**src/rtl/eep_pkg.sv**
```systemverilog
package eep_pkg;
  typedef struct packed {
    logic wr;    // register write accepted this cycle
    logic tick;  // elapsed-time tick, suppressed by a write
  } eepStrb_t;

  localparam int unsigned BIT_DO   = 0;
  localparam int unsigned BIT_OE   = 1;
  localparam int unsigned BIT_CLK  = 2;
  localparam int unsigned BIT_CS   = 3;
  localparam int unsigned BIT_DI   = 4;
  localparam int unsigned BIT_RSV  = 5;
  localparam int unsigned BIT_FLG1 = 6;
  localparam int unsigned BIT_FLG2 = 7;
endpackage

```
**src/rtl/eepCtrl.sv**
```systemverilog
module eepCtrl
  import eep_pkg::*;
#(
  parameter int unsigned TICK_PERIOD = 70
) (
  input  logic     clk,
  input  logic     rstN,
  input  logic     wrEn,
  output eepStrb_t strb
);
  localparam int unsigned CNT_W = $clog2(TICK_PERIOD);
  localparam logic [CNT_W-1:0] CNT_LAST = CNT_W'(TICK_PERIOD - 1);

  logic [CNT_W-1:0] tickCnt;
  logic atLast;

  assign atLast    = (tickCnt == CNT_LAST);
  assign strb.wr   = wrEn;
  assign strb.tick = atLast && !wrEn;

  always_ff @(posedge clk) begin
    if (!rstN)             tickCnt <= '0;
    else if (wrEn || atLast) tickCnt <= '0;
    else                   tickCnt <= tickCnt + 1'b1;
  end

  // counter never leaves its modulo range
  always_comb begin
    if (rstN) assert (tickCnt <= CNT_LAST) else $error("p_cnt_range_r6");
  end

  p_write_restarts_r9: assert property (@(posedge clk) disable iff (!rstN)
    wrEn |=> (tickCnt == '0));

  p_tick_wraps_r6: assert property (@(posedge clk) disable iff (!rstN)
    strb.tick |=> (tickCnt == '0));
endmodule

```
**src/rtl/eepDatapath.sv**
```systemverilog
module eepDatapath
  import eep_pkg::*;
(
  input  logic       clk,
  input  logic       rstN,
  input  eepStrb_t   strb,
  input  logic [7:0] wrData,
  output logic [7:0] rdData,
  input  logic       loaderBusy,
  input  logic       ldCs,
  input  logic       ldClk,
  input  logic       ldDo,
  input  logic       ldOe,
  output logic       eeCs,
  output logic       eeClk,
  output logic       eeDoOut,
  output logic       eeDoOe,
  input  logic       eeDiIn
);
  logic regDo, regOe, regClk, regCs;
  logic flg1, flg2;

  always_ff @(posedge clk) begin
    if (!rstN) begin
      regDo <= 1'b0; regOe <= 1'b0; regClk <= 1'b0; regCs <= 1'b0;
    end else if (strb.wr) begin
      regDo  <= wrData[BIT_DO];
      regOe  <= wrData[BIT_OE];
      regClk <= wrData[BIT_CLK];
      regCs  <= wrData[BIT_CS];
    end
  end

  always_ff @(posedge clk) begin
    if (!rstN || strb.wr) begin
      flg1 <= 1'b0;
      flg2 <= 1'b0;
    end else if (strb.tick) begin
      flg2 <= flg1;
      flg1 <= 1'b1;
    end
  end

  assign eeCs    = loaderBusy ? ldCs  : regCs;
  assign eeClk   = loaderBusy ? ldClk : regClk;
  assign eeDoOut = loaderBusy ? ldDo  : regDo;
  assign eeDoOe  = loaderBusy ? ldOe  : regOe;

  assign rdData = {flg2, flg1, 1'b0, eeDiIn, regCs, regClk, regOe, regDo};

  p_write_clears_r6: assert property (@(posedge clk) disable iff (!rstN)
    strb.wr |=> (!rdData[BIT_FLG1] && !rdData[BIT_FLG2]));

  p_flag2_follows_r7: assert property (@(posedge clk) disable iff (!rstN)
    $rose(flg2) |-> $past(flg1));

  p_flag1_on_tick_r6: assert property (@(posedge clk) disable iff (!rstN)
    $rose(flg1) |-> $past(strb.tick));

  p_pin_follows_write_r3: assert property (@(posedge clk) disable iff (!rstN)
    (strb.wr && !loaderBusy) |=> (loaderBusy || (eeClk == $past(wrData[BIT_CLK]) &&
                                                eeCs  == $past(wrData[BIT_CS]))));
endmodule

```
**src/rtl/eepromBitBangPort.sv**
```systemverilog
module eepromBitBangPort
  import eep_pkg::*;
#(
  parameter int unsigned TICK_PERIOD = 70
) (
  input  logic       clk,
  input  logic       rstN,
  input  logic       wrEn,
  input  logic [7:0] wrData,
  output logic [7:0] rdData,
  input  logic       loaderBusy,
  input  logic       ldCs,
  input  logic       ldClk,
  input  logic       ldDo,
  input  logic       ldOe,
  output logic       eeCs,
  output logic       eeClk,
  output logic       eeDoOut,
  output logic       eeDoOe,
  input  logic       eeDiIn
);
  eepStrb_t strb;

  eepCtrl #(.TICK_PERIOD(TICK_PERIOD)) uCtrl (
    .clk(clk), .rstN(rstN), .wrEn(wrEn), .strb(strb)
  );

  eepDatapath uDp (
    .clk(clk), .rstN(rstN), .strb(strb), .wrData(wrData), .rdData(rdData),
    .loaderBusy(loaderBusy), .ldCs(ldCs), .ldClk(ldClk), .ldDo(ldDo), .ldOe(ldOe),
    .eeCs(eeCs), .eeClk(eeClk), .eeDoOut(eeDoOut), .eeDoOe(eeDoOe), .eeDiIn(eeDiIn)
  );
endmodule

```
**config.mk**
```make
export PLATFORM = sky130hd
export DESIGN_NAME = eepromBitBangPort
export DESIGN_NICKNAME = d
export VERILOG_FILES = /design/src/rtl/eep_pkg.sv /design/src/rtl/eepCtrl.sv /design/src/rtl/eepDatapath.sv /design/src/rtl/eepromBitBangPort.sv
export SDC_FILE = /design/constraint.sdc
export NUM_CORES = 1
export LEC_CHECK = 0
export ABC_CLOCK_PERIOD_IN_PS = 1960
export BUFFER_PORTS_ARGS = -buffer_cell sky130_fd_sc_hd__buf_4
export CORE_MARGIN = 10
export CORE_UTILIZATION = 47
export DETAILED_ROUTE_END_ITERATION = 6
export PLACE_DENSITY = 0.85
export SYNTH_ARGS = -nofsm -noshare
export SYNTH_HDL_FRONTEND = slang
export SYNTH_SLANG_ARGS = --single-unit
export TNS_END_PERCENT = 20
```
**constraint.sdc**
```tcl
create_clock -name clk -period 1.96 [get_ports clk]
set_input_delay 0.294 -clock clk [delete_from_list [all_inputs] [get_ports clk]]
set_output_delay 0.294 -clock clk [all_outputs]
set_load 0.02 [all_outputs]
```
==> flow_summary.yaml <==
die:
  die_x_um: 57.1
  dieArea_um2: 3260
  start_util_pct: 49.7
  core_area_um2: 1300
  die_height_um: 57.1
  core.rowCount: 13
  num_io_pins: 29
final_layout:
  multiInputGateArea_um2: 315
  layout_common_cells: "21 x buf_4, 13 x dfxtp_1, 5 x nand2_1, 5 x nor2_1, 5 x mux2i_1"
  n_fill_cell: 120
  layout-drive-gt1-share_pct: 39.5
  fin_nets: 101
  ff_latch_area_um2: 260
  postLayoutCoreUtil_pct: 60.1
  layout_commonest_cell: "buf_4"
  area_delta_synth_final_pct: 20.9
  antenna_cells: 0
yosys:
  yosys.cell_types.count: 22
  synth_area_leaders: "dfxtp_1 40%, buf_4 10%, mux2i_1 7.7%"
  syn_area_per_cell_um2: 9.95
  yosysSeqAreaShare_pct: 40.2
  yosysWarnings: 0
  synth_area_leader_cell: "dfxtp_1"
  mappedNetlistArea_um2: 647
  synth_nets: 84
  synthCells: 65
  ys_seq_elements: 13
  synth_top_cell_area_share_pct: 40.2
global_route:
  grt_pass1_wl_mm: 2.21
  first_global_vias: 500
  grt_overflow: 0
  grt_max_degree: 8
  grt_antenna_before_repair: 0
  grt_use_total_pct: 8.31
clock_network:
  cts_root_buf: "clkbuf_4"
  cts_made_buffers: 3
  htreeDepth: 1
  cts_buffer_depth: 2
  cts.sinks: 13
  cts_tree: "yes"
  clk_pin_slew_ns: 0.07
  cts_setup_buffers: 0
  cts_hold_buf: 0
  cts_resized: 0
  clk_latency_ns: 0.27
drt:
  finalWirelength_mm: 1.33
  drc: 0
  num_vias: 478
  antenna_left: 0
  wire_per_inst_um: 13.9
  viasPerCell: 4.98
  first_pass_iters: 2
  drtIter0Drc: 2
sta:
  skew_ns: 0.00197
  slew_viol_final: 0
  rsz0062_at_grt: "no"
  tns_ns: 0
  final-setup-viol-count: 0
  max_freq_mhz: 753
  finalCritPeriodShare_pct: 67.8
  setup_slack_ns: 0.631
  period_minus_slack_ns: 1.33
  hold_viol: 0
critical_path:
  crit_required_ns: 2.12
  r2r_setup_slack_ns: 0.63
  arrival_ns: 1.48
  critPathSlowestCell: "or4b_4"
  crit_chain: "or4b_4 -> o21ai_4 -> nor2_1"
  max_stage_delay_ns: 0.59
  path_buf_inv: 0
  worstSetupStartpointType: "register"
  endpoint_kind: "register"
  worstPathMaxFanout: 6
  critPathTopFamily: "simple AND/OR/NAND/NOR gates"
  critPathKind: "register to register"
place:
  port_buffers: 21
  detailed_place_hpwl_mm: 1.13
  gp_congestion: 0.707
  pre_cts_slack_ns: 0.640
min_path:
  hold_class: "input pin to register"
power:
  vdd_drop_max_uv: 557
  power_mw: 0.514
  power_leakage_nw: 0.332
  p_per_area_nw_per_um2: 658
status:
  status: "finished clean"
run:
  maxCapViolCount: 0
==> synth_stat cells <==
cell,instances
a21boi_0,1
and2b_2,1
a21oi_1,1
nand3_1,2
or3_1,2
conb_1,1
ha_1,2
nor2b_1,4
nand2_1,5
nor2_1,5
xnor2_1,1
o21a_1,1
inv_1,1
nor2_4,1
xor2_1,2
o21ai_0,2
buf_4,9
mux2i_1,5
mux2_2,4
or4b_4,1
o21ai_4,1
dfxtp_1,13
==> report_power, final <==
part / switching [mW] / leakage [nW] / internal [mW]
clock: 0.0787 / 0.0150 / 0.0787
sequential: 0.00528 / 0.106 / 0.271
combinational: 0.0374 / 0.211 / 0.0435
==> tightest hold or removal path: stages <==
cell and delay [ns]:
buf_4 0.08, mux2i_1 0.05, nor2b_1 0.09
==> final timing paths <==
check        cells past startpoint                to             start
max                              3  uCtrl.tickCnt[3]  uCtrl.tickCnt[4]
max reg2reg                      3  uCtrl.tickCnt[3]  uCtrl.tickCnt[4]
min                              3         uDp.regOe         wrData[1]
min reg2reg                      2          uDp.flg2          uDp.flg2
==> routing by layer <==
metal  GRT usage, %  part of all wire, %  vias to the layer above
li1               -                    -                      238
met1           7.72                   37                      225
met2           15.7                   56                       13
met3           4.87                  6.3                        2
met4           1.01                 0.45                        0
met5              0                    0                        -
==> per-stage QoR <==
stage          instance area [um^2]  std cells  hold WS [ns]
2_1_floorplan                   647         65         0.422
3_3_place_gp                    756         92         0.447
3_5_place_dp                    756         92         0.456
4_1_cts                         782         96         0.277
5_1_grt                         782         96         0.287
6_report                        782         96         0.283
==> registers in the layout, indices dropped and copies added, names as in the netlist <==
register / cells
uCtrl.tickCnt: 7
uDp.flg1: 1
uDp.flg2: 1
uDp.regClk: 1
uDp.regCs: 1
uDp.regDo: 1
uDp.regOe: 1
==> area by class of cell <==
type | count | share of cell area (%)
sequential | 13 | 33.3
timing repair buffer | 21 | 20.2
tap | 15 | 2.40
clock buffer | 4 | 3.36
multi-input combinational | 42 | 40.3
inverter | 1 | 0.480
==> cells by family after synthesis <==
family,share of synthesized area [%]
muxes,14.7
AOI/OAI and AO/OA,7.16
adders and majority gates,3.87
DFF,40.2
xor gates and xnor gates,4.06
other,0.580
buffers and inverters,11.0
and+or+nand+nor,18.4
(Power assumes the default switching activity.)
